[src/rtl/intr_cmd_pkg.sv]
package intr_cmd_pkg;

    localparam int WORD_W = 32;
    localparam int WIDE_W = 2 * WORD_W;
    localparam int VEC_W  = 8;
    localparam int DLV_W  = 3;
    localparam int SH_W   = 2;
    localparam int LID_W  = 8;
    localparam int DFR_W  = 4;

    // Register indices; their values are decoded by software and must not move.
    localparam logic [7:0] IDX_ID     = 8'h02;
    localparam logic [7:0] IDX_LDR    = 8'h0D;
    localparam logic [7:0] IDX_DFR    = 8'h0E;
    localparam logic [7:0] IDX_ESR    = 8'h28;
    localparam logic [7:0] IDX_CMD_LO = 8'h30;
    localparam logic [7:0] IDX_CMD_HI = 8'h31;
    localparam logic [7:0] IDX_SELF   = 8'h3F;

    localparam logic [SH_W-1:0] SH_SELF = 2'b01;

    typedef enum logic [2:0] {
        K_OTHER, K_ID, K_LDR, K_DFR, K_ESR, K_CMD_LO, K_CMD_HI, K_SELF
    } reg_kind_e;

    typedef struct packed {
        logic [WORD_W-1:0] dest;
        logic              dest_mode;
        logic [DLV_W-1:0]  deliv;
        logic [VEC_W-1:0]  vector;
        logic              trig;
        logic [SH_W-1:0]   shorthand;
    } ipi_req_t;

    typedef struct packed {
        logic fault;
        logic wr_id;
        logic wr_ldr;
        logic wr_dfr;
        logic clr_esr;
        logic set_esr;
        logic wr_cmd_lo;
        logic wr_cmd_hi;
        logic hi_from_upper;
        logic issue_cmd;
        logic issue_self;
    } reg_action_t;

    function automatic ipi_req_t cmd_to_req(input logic [WORD_W-1:0] lo,
                                            input logic [WORD_W-1:0] dest);
        ipi_req_t r;
        r.dest      = dest;
        r.vector    = lo[7:0];
        r.deliv     = lo[10:8];
        r.dest_mode = lo[11];
        r.trig      = lo[15];
        r.shorthand = lo[19:18];
        return r;
    endfunction

    function automatic ipi_req_t self_to_req(input logic [VEC_W-1:0] vec);
        ipi_req_t r;
        r           = '0;
        r.vector    = vec;
        r.shorthand = SH_SELF;
        return r;
    endfunction

endpackage

[src/rtl/intr_cmd_decode.sv]
module intr_cmd_decode
    import intr_cmd_pkg::*;
#(
    parameter int IDX_W = 6
) (
    input  logic [IDX_W-1:0] index_i,
    input  logic             write_i,
    input  logic             ext_i,
    input  logic             go_i,
    output reg_kind_e        kind_o,
    output reg_action_t      act_o
);

    function automatic logic hit(input logic [IDX_W-1:0] idx, input logic [7:0] ref_idx);
        return idx == IDX_W'(ref_idx);
    endfunction

    always_comb begin
        if      (hit(index_i, IDX_ID))     kind_o = K_ID;
        else if (hit(index_i, IDX_LDR))    kind_o = K_LDR;
        else if (hit(index_i, IDX_DFR))    kind_o = K_DFR;
        else if (hit(index_i, IDX_ESR))    kind_o = K_ESR;
        else if (hit(index_i, IDX_CMD_LO)) kind_o = K_CMD_LO;
        else if (hit(index_i, IDX_CMD_HI)) kind_o = K_CMD_HI;
        else if (hit(index_i, IDX_SELF))   kind_o = K_SELF;
        else                               kind_o = K_OTHER;
    end

    always_comb begin
        act_o = '0;
        if (go_i) begin
            unique case (kind_o)
                K_ID: begin
                    if (write_i) begin
                        if (ext_i) act_o.fault = 1'b1;
                        else       act_o.wr_id = 1'b1;
                    end
                end
                K_LDR: begin
                    if (write_i) begin
                        if (ext_i) act_o.fault  = 1'b1;
                        else       act_o.wr_ldr = 1'b1;
                    end
                end
                K_DFR: begin
                    if (ext_i)        act_o.fault  = 1'b1;
                    else if (write_i) act_o.wr_dfr = 1'b1;
                end
                K_ESR: begin
                    if (write_i) act_o.clr_esr = 1'b1;
                end
                K_CMD_LO: begin
                    if (write_i) begin
                        act_o.wr_cmd_lo     = 1'b1;
                        act_o.issue_cmd     = 1'b1;
                        act_o.wr_cmd_hi     = ext_i;
                        act_o.hi_from_upper = ext_i;
                    end
                end
                K_CMD_HI: begin
                    if (write_i) begin
                        if (ext_i) act_o.fault     = 1'b1;
                        else       act_o.wr_cmd_hi = 1'b1;
                    end
                end
                K_SELF: begin
                    if (!ext_i)       act_o.fault      = 1'b1;
                    else if (write_i) act_o.issue_self = 1'b1;
                end
                default: begin
                    if (write_i) act_o.set_esr = 1'b1;
                end
            endcase
        end
    end

endmodule

[src/rtl/intr_cmd_state.sv]
module intr_cmd_state
    import intr_cmd_pkg::*;
#(
    parameter int ESR_W       = 8,
    parameter int ESR_ILL_BIT = 7
) (
    input  logic              clk,
    input  logic              rst,
    input  logic              ext_i,
    input  logic [WORD_W-1:0] hw_id_i,
    input  reg_kind_e         kind_i,
    input  reg_action_t       act_i,
    input  logic [WIDE_W-1:0] wdata_i,
    output logic [WORD_W-1:0] rd_word_o,
    output logic [WORD_W-1:0] cmd_hi_o
);

    localparam int LID_PAD = WORD_W - LID_W;
    localparam int DFR_PAD = WORD_W - DFR_W;
    localparam int ESR_PAD = WORD_W - ESR_W;

    logic [LID_W-1:0]  id_q;
    logic [WORD_W-1:0] ldr_q;
    logic [DFR_W-1:0]  dfr_q;
    logic [ESR_W-1:0]  esr_q;
    logic [WORD_W-1:0] cmd_lo_q;
    logic [WORD_W-1:0] cmd_hi_q;

    always_ff @(posedge clk) begin
        if (rst) begin
            id_q     <= hw_id_i[LID_W-1:0];
            dfr_q    <= '1;
            esr_q    <= '0;
            cmd_lo_q <= '0;
            cmd_hi_q <= '0;
            if (!ext_i) ldr_q <= '0;
        end else begin
            if (act_i.wr_id)  id_q  <= wdata_i[WORD_W-1 -: LID_W];
            if (act_i.wr_ldr) ldr_q <= {{LID_PAD{1'b0}}, wdata_i[WORD_W-1 -: LID_W]};
            if (act_i.wr_dfr) dfr_q <= wdata_i[WORD_W-1 -: DFR_W];
            if (act_i.clr_esr)      esr_q              <= '0;
            else if (act_i.set_esr) esr_q[ESR_ILL_BIT] <= 1'b1;
            if (act_i.wr_cmd_lo) cmd_lo_q <= wdata_i[WORD_W-1:0];
            if (act_i.wr_cmd_hi)
                cmd_hi_q <= act_i.hi_from_upper ? wdata_i[WIDE_W-1:WORD_W]
                                                : wdata_i[WORD_W-1:0];
        end
    end

    always_comb begin
        unique case (kind_i)
            K_ID:     rd_word_o = ext_i ? hw_id_i : {id_q, {LID_PAD{1'b0}}};
            K_LDR:    rd_word_o = ext_i ? ldr_q : {ldr_q[LID_W-1:0], {LID_PAD{1'b0}}};
            K_DFR:    rd_word_o = {dfr_q, {DFR_PAD{1'b1}}};
            K_ESR:    rd_word_o = {{ESR_PAD{1'b0}}, esr_q};
            K_CMD_LO: rd_word_o = cmd_lo_q;
            K_CMD_HI: rd_word_o = cmd_hi_q;
            default:  rd_word_o = '0;
        endcase
    end

    assign cmd_hi_o = cmd_hi_q;

endmodule

[src/rtl/intr_cmd_issue.sv]
module intr_cmd_issue
    import intr_cmd_pkg::*;
(
    input  logic     clk,
    input  logic     rst,
    input  logic     issue_i,
    input  ipi_req_t req_i,
    input  logic     ready_i,
    output logic     valid_o,
    output ipi_req_t req_o
);

    always_ff @(posedge clk) begin
        if (rst) begin
            valid_o <= 1'b0;
            req_o   <= '0;
        end else if (issue_i) begin
            valid_o <= 1'b1;
            req_o   <= req_i;
        end else if (valid_o && ready_i) begin
            valid_o <= 1'b0;
        end
    end

endmodule

[src/rtl/intr_cmd_regfile.sv]
module intr_cmd_regfile
    import intr_cmd_pkg::*;
#(
    parameter int IDX_W       = 6,
    parameter int ESR_W       = 8,
    parameter int ESR_ILL_BIT = 7
) (
    input  logic              clk,
    input  logic              rst,
    input  logic              ext_mode_i,
    input  logic [31:0]       hw_id_i,
    input  logic              acc_valid_i,
    output logic              acc_ready_o,
    input  logic              acc_write_i,
    input  logic [IDX_W-1:0]  acc_index_i,
    input  logic [63:0]       acc_wdata_i,
    output logic              rd_valid_o,
    output logic [31:0]       rd_data_o,
    output logic              fault_o,
    output logic              ipi_valid_o,
    input  logic              ipi_ready_i,
    output logic [31:0]       ipi_dest_o,
    output logic              ipi_dest_mode_o,
    output logic [2:0]        ipi_deliv_o,
    output logic [7:0]        ipi_vector_o,
    output logic              ipi_trig_o,
    output logic [1:0]        ipi_short_o
);

    localparam int LID_PAD = WORD_W - LID_W;

    reg_kind_e         kind;
    reg_action_t       act;
    logic              go;
    logic              is_cmd_wr;
    logic [WORD_W-1:0] rd_word;
    logic [WORD_W-1:0] cmd_hi;
    logic [WORD_W-1:0] cmd_dest;
    ipi_req_t          new_req;
    ipi_req_t          cur_req;

    assign is_cmd_wr   = acc_write_i && (kind == K_CMD_LO || kind == K_SELF);
    assign acc_ready_o = !(acc_valid_i && is_cmd_wr && ipi_valid_o);
    assign go          = acc_valid_i && acc_ready_o;

    intr_cmd_decode #(.IDX_W(IDX_W)) u_decode (
        .index_i (acc_index_i),
        .write_i (acc_write_i),
        .ext_i   (ext_mode_i),
        .go_i    (go),
        .kind_o  (kind),
        .act_o   (act)
    );

    intr_cmd_state #(.ESR_W(ESR_W), .ESR_ILL_BIT(ESR_ILL_BIT)) u_state (
        .clk       (clk),
        .rst       (rst),
        .ext_i     (ext_mode_i),
        .hw_id_i   (hw_id_i),
        .kind_i    (kind),
        .act_i     (act),
        .wdata_i   (acc_wdata_i),
        .rd_word_o (rd_word),
        .cmd_hi_o  (cmd_hi)
    );

    assign cmd_dest = ext_mode_i ? acc_wdata_i[WIDE_W-1:WORD_W]
                                 : {{LID_PAD{1'b0}}, cmd_hi[WORD_W-1 -: LID_W]};
    assign new_req  = act.issue_self ? self_to_req(acc_wdata_i[VEC_W-1:0])
                                     : cmd_to_req(acc_wdata_i[WORD_W-1:0], cmd_dest);

    intr_cmd_issue u_issue (
        .clk     (clk),
        .rst     (rst),
        .issue_i (act.issue_cmd || act.issue_self),
        .req_i   (new_req),
        .ready_i (ipi_ready_i),
        .valid_o (ipi_valid_o),
        .req_o   (cur_req)
    );

    always_ff @(posedge clk) begin
        if (rst) begin
            rd_valid_o <= 1'b0;
            rd_data_o  <= '0;
            fault_o    <= 1'b0;
        end else begin
            rd_valid_o <= go && !acc_write_i;
            rd_data_o  <= (go && !acc_write_i && !act.fault) ? rd_word : '0;
            fault_o    <= act.fault;
        end
    end

    assign ipi_dest_o      = cur_req.dest;
    assign ipi_dest_mode_o = cur_req.dest_mode;
    assign ipi_deliv_o     = cur_req.deliv;
    assign ipi_vector_o    = cur_req.vector;
    assign ipi_trig_o      = cur_req.trig;
    assign ipi_short_o     = cur_req.shorthand;

endmodule

[config.mk]
export PLATFORM = sky130hd
export DESIGN_NAME = intr_cmd_regfile
export DESIGN_NICKNAME = d
export VERILOG_FILES = /design/src/rtl/intr_cmd_pkg.sv /design/src/rtl/intr_cmd_decode.sv /design/src/rtl/intr_cmd_state.sv /design/src/rtl/intr_cmd_issue.sv /design/src/rtl/intr_cmd_regfile.sv
export SDC_FILE = /design/constraint.sdc
export NUM_CORES = 1
export LEC_CHECK = 0
export BUFFER_PORTS_ARGS = -buffer_cell sky130_fd_sc_hd__buf_4
export CORE_UTILIZATION = 52
export CTS_CLUSTER_SIZE = 25
export DETAILED_ROUTE_END_ITERATION = 12
export GPL_TIMING_DRIVEN = 1
export MAX_ROUTING_LAYER = met4
export PLACE_DENSITY = 0.78
export SYNTH_ARGS = -nofsm -noshare
export SYNTH_HDL_FRONTEND = slang
export SYNTH_SLANG_ARGS = --single-unit
[constraint.sdc]
create_clock -name clk -period 2.85 [get_ports clk]
set_input_delay 0.285 -clock clk [delete_from_list [all_inputs] [get_ports clk]]
set_output_delay 0.285 -clock clk [all_outputs]
set_load 0.05 [all_outputs]
Word level (Yosys, flattened, before mapping)
Index checks and enable logic that the tools add are counted.
- register bits after elaboration: 191
- input port bits: 108
- output and inout bits: 83
- word-level logic and storage cells: 92
- equal/unequal tests: 15
- muxes and demuxes: 40
- bitwise gates (word level): 1
- reductions and logical operators: 20
- operators by type and width (cell ; count):
    32-bit 2-to-1 mux ; 7
    32-bit one-hot mux with 6 select lines ; 1
    47-bit 2-to-1 mux ; 1
    6-bit equality test, second input constant ; 4
    3-bit 2-to-1 mux ; 7
    1-bit 2-to-1 mux ; 16
    8-bit 2-to-1 mux ; 2
    3-bit equality test, second input constant ; 4
    6-bit by 4-bit equality test with 1-bit output, second input constant ; 2
    11-bit 2-to-1 mux ; 1
    1-bit logical AND ; 7
    7-bit OR reduction ; 1
    3-bit by 2-bit equality test with 1-bit output, second input constant ; 2
    6-bit by 2-bit equality test with 1-bit output, second input constant ; 1
    2-bit nonzero test ; 3
    2-bit OR reduction ; 3
    2-bit 2-to-1 mux ; 2
    4-bit 2-to-1 mux ; 1
    1-bit one-hot mux with 4 select lines ; 1
    3-bit by 1-bit equality test with 1-bit output, second input constant ; 1
    1-bit zero test ; 3
    1-bit logical OR ; 2
    2-bit inequality test, second input constant ; 1
    1-bit one-hot mux with 2 select lines ; 1
    other kinds (2) ; 2

Logic depth before layout (Yosys ltp)
- depth after elaboration: 20
- gate-level depth with buffers: 9

By module
A second synthesis with hierarchy kept.
- cells, all modules: 805
- area, all modules: 7915.1 sq um
- modules (own cells, without submodules) (module ; instances ; cells an instance ; area each (sq um)):
    intr_cmd_state ; 1 ; 458 ; 4453.0
    intr_cmd_issue ; 1 ; 156 ; 1730.4
    intr_cmd_regfile ; 1 ; 128 ; 1327.5
    intr_cmd_decode ; 1 ; 63 ; 404.1

Worst setup path before layout
Ideal clock, no wire load.
- path type: register to register
- start: register u_issue.valid_o
- end: register u_state.id_q[0] (enable)
- library setup time: 0.387 ns
- arrival time: 2.052 ns
- required time: 2.463 ns
- slack: 0.412 ns
- cell stages (with the launch flop): 6
- buffers on the path: 1
- clock period less this slack: 2.438 ns
- path through: dfxtp_1 nor2b_1 a21oi_1 a22oi_4 buf_2 o31ai_1
- longest elaborated chain between the ends: 5
- RTL lines (item ; line ; text):
    start: declaration ; intr_cmd_issue.sv:9 ; output logic valid_o,
    start signal: assignment ; intr_cmd_issue.sv:15 ; valid_o <= 1'b0;
    start signal: assignment ; intr_cmd_issue.sv:18 ; valid_o <= 1'b1;
    start signal: assignment ; intr_cmd_issue.sv:21 ; valid_o <= 1'b0;
    1-bit logical AND ; intr_cmd_regfile.sv:43 ; assign acc_ready_o = !(acc_valid_i && is_cmd_wr && ipi_valid_o);
    1-bit zero test ; intr_cmd_regfile.sv:43 ;
    1-bit logical AND ; intr_cmd_regfile.sv:44 ; assign go = acc_valid_i && acc_ready_o;
    11-bit 2-to-1 mux ; intr_cmd_decode.sv:31 ; if (go_i) begin
    2-bit nonzero test (no source line) ; -- ;
    end signal: assignment ; intr_cmd_state.sv:31 ; id_q <= hw_id_i[LID_W-1:0];
    end signal: assignment ; intr_cmd_state.sv:38 ; if (act_i.wr_id) id_q <= wdata_i[WORD_W-1 -: LID_W];
    end: declaration ; intr_cmd_state.sv:22 ; logic [LID_W-1:0] id_q;
No other way between the ends.
A chain may end at the register's enable or synchronous reset.

Worst setup path after layout
- start: register u_issue.valid_o
- end: output port acc_ready_o
- longest elaborated chain between the ends: 2
- RTL lines (item ; line ; text):
    1-bit logical AND ; intr_cmd_regfile.sv:43 ;
    1-bit zero test ; intr_cmd_regfile.sv:43 ;
    end: declaration ; intr_cmd_regfile.sv:13 ; output logic acc_ready_o,
No other way between the ends.

==> metrics.csv <==
stage,metric,value,unit
floorplanning,core_area,12700,µm²
setup_path,critPathSlowestCell,dfxtp_1,
setup_path,startpoint,u_issue.valid_o,
route,drc,0,
clocking,clk_pin_slew_worst_paths,0.06,ns
setup_path,end_kind,primary output,
route,routed_via_density,6.04,
global_route,grt_overflow_total,0,
floorplanning,dieArea,13600,µm²
timing,fin_crit_sh,0.821,
placed_design,globalplace.congestion,0.957,
setup_path,path_delay_family,simple AND/OR/NAND/NOR gates,
clocking,cts_resized,0,
placed_design,port_buffers,190,
clocking,cts_root_buffer,clkbuf_16,
layout,final_common_cell,buf_4,
route,final_antenna_net_count,0,
setup_path,cp_data_required_time,2.57,ns
setup_path,reg2regPathDepth,5,
layout,area_growth,31.4,%
clocking,clk_latency,0.43,ns
clocking,clkSinkCount,167,
setup_path,start_kind,register,
yosys,avgSynthCellArea,9.78,µm²
setup_path,rr_endpoint,u_state.cmd_hi_o[16],
global_route,grtUsageTotal,0.335,
layout,final_cell_mix,"buf_4 (210), dfxtp_1 (151), nand2_1 (104)",
power,finalPower,0.00497,W
floorplanning,io-pin-count,191,
global_route,antenna_found_initial,0,
yosys,yosys_warnings,0,
global_route,grt_max_degree,54,
power,vdd_drop_max,382,µV
yosys,synth_nets,805,
yosys,synth_top_area_frac,0.443,
layout,final_nets,974,
power,powerDensity,555,nW/µm²
timing,setup_viol,0,
global_route,grt_pass1_wl,32500,µm
setup_path,cp_max_fo,5,
clocking,cts_hold_buf,0,
placed_design,dp_cells,1019,
clocking,h-tree-depth,4,
floorplanning,dieHeight,117,µm
setup_path,cp.buffers_inverters,1,
layout,stdcell_count,1051,
setup_path,cp.depth,5,
setup_path,r2r_slack,0.56,ns
route,wl_per_cell,20.6,µm
setup_path,cp_data_arrival_time,2.05,ns
route,vias,6350,
yosys,syn_area,6820,µm²
min_path,hold_class,primary input to register,
yosys,synthTopCellsByArea,"dfxtp_1 (44%), a221o_1 (7.0%), edfxtp_1 (7.0%)",
yosys,synth_ff_type,dfxtp_1,
layout,n_antenna_cell,0,
yosys,synth_edf_count,16,
timing,tns,0,ns
yosys,async_flop_share,0,
timing,maxSlewViolCount,0,
clocking,tritoncts,yes,
layout,drive_above_1_share,0.314,
setup_path,cp-endpoint,acc_ready_o,
clocking,cts_made_buffers,17,
timing,slew_headroom,0.340,
clocking,post-cts-setup-buffer-count,0,
route,drt_iter0_drc,645,
route,drt_wl_total,21600,µm
floorplanning,start_util,0.536,
job,max-cap-violations,0,
outcome,status,finished clean,
floorplanning,die_w,117,µm
power,p_leak,3.84,nW
yosys,synth-seq-cells,167,
yosys,synth_cells,697,
placed_design,hpwlAfterDp,15100,µm
floorplanning,num_rows,41,
setup_path,r2r-start,u_issue.valid_o,
yosys,yosysSeqAreaShare,0.514,
timing,tightest_slew,0.987,ns
route,drt-pass1-iter-count,6,
setup_path,cp_cell_sequence,nor2b_1 -> and2_1 -> nor2_1 -> or3_1 -> buf_4,
timing,min_period,2.34,ns
yosys,yosysUniqueCellTypes,57,
clocking,cts_buffer_depth,2,
timing,rsz0062_at_grt,false,
timing,hold_viol_final,0,
setup_path,criticalPathCategory,register to primary output,
yosys,synth_top_cell_by_area,dfxtp_1,
timing,fin_worst_skew,0.00829,ns
setup_path,max_stage_delay,0.39,ns
timing,fmax,0.427,GHz
global_route,grt_pass1_vias,6009,
==> cell usage after synthesis (3+ instances only) <==
library cell	number
nor4_1	4
and3_1	10
a22oi_1	3
clkbuf_1	31
mux2i_1	8
o211ai_1	12
nand2_1	104
a22o_1	22
a221oi_1	10
buf_2	21
a211oi_1	10
a21o_1	20
nor2_1	12
dfxtp_1	151
o21ai_0	9
nor3_1	29
buf_6	3
a222oi_1	4
inv_1	10
a221o_1	48
buf_4	5
mux2_2	12
and2_1	22
a21oi_1	67
o2bb2ai_1	3
nor2b_1	4
edfxtp_1	16
nor3_2	3
nand3_1	10
==> logic make-up after synthesis <==
family | after synthesis | synth area share
compound gates | 221 | 0.246
flops | 167 | 0.514
xor+xnor | 2 | 0.00257
simple gates | 215 | 0.157
mux | 20 | 0.0316
buf+inv | 72 | 0.0495
==> final cells by class <==
type                       count  area (µm²)
clock buffer                  18         439
clock inverter                14         130
fill                         994        3760
inverter                      10        37.5
multi-input combinational    458        3020
sequential                   167        3500
tap                          172         215
timing repair buffer         212        1620
==> routing by layer <==
layer,share of wire,global-route usage,vias up
met4,0.024,0.143,0
li1,-,-,2937
met5,0,-,-
met2,0.48,0.514,318
met1,0.42,0.422,3054
met3,0.085,0.0778,41
==> sequential cells by signal, summed over array words and instances, names as in the netlist <==
signal	count
u_state.cmd_hi_o	32
u_state.id_q	8
rd_valid_o	1
u_issue.req_o	47
fault_o	1
u_state.dfr_q	4
rd_data_o	32
u_state.cmd_lo_q	32
u_state.ldr_q	8
u_state.esr_q	1
u_issue.valid_o	1
==> stage by stage <==
step / setup slack, ns / hold WS (ns) / instance area [µm²] / utilization
2_1_floorplan: 0.412 / 0.410 / 6820 / -
3_3_place_gp: 0.504 / 0.437 / 8390 / 0.660
3_5_place_dp: 0.414 / 0.440 / 8390 / 0.660
4_1_cts: 0.503 / 0.0691 / 8960 / 0.705
5_1_grt: 0.444 / 0.0715 / 8960 / 0.705
6_report: 0.511 / 0.0789 / 8960 / 0.705
==> worst register-to-register path: cells and delay by family, from the launching register on <==
| family | cells | cell delay (ns) |
|---|---|---|
| DFF | 1 | 0.35 |
| and+or+nand+nor | 2 | 1.04 |
| AOI/OAI and AO/OA | 3 | 0.84 |
==> power breakdown <==
group          switching (W)  internal, W
registers          0.0000111      0.00240
clock network        0.00103      0.00118
logic               0.000203     0.000156
==> worst min-delay path by stage <==
stage	startpoint	to	cells after the start
final	acc_wdata_i[59]	u_issue.req_o[42]	2
after global routing	acc_wdata_i[59]	u_issue.req_o[42]	2
after CTS	acc_wdata_i[59]	u_issue.req_o[42]	2
after detailed placement	u_issue.req_o[29]	u_issue.req_o[29]	1
after global placement	u_issue.req_o[38]	u_issue.req_o[38]	1
after floorplan	acc_wdata_i[8]	u_issue.req_o[11]	1
(Power assumes the default switching activity.)
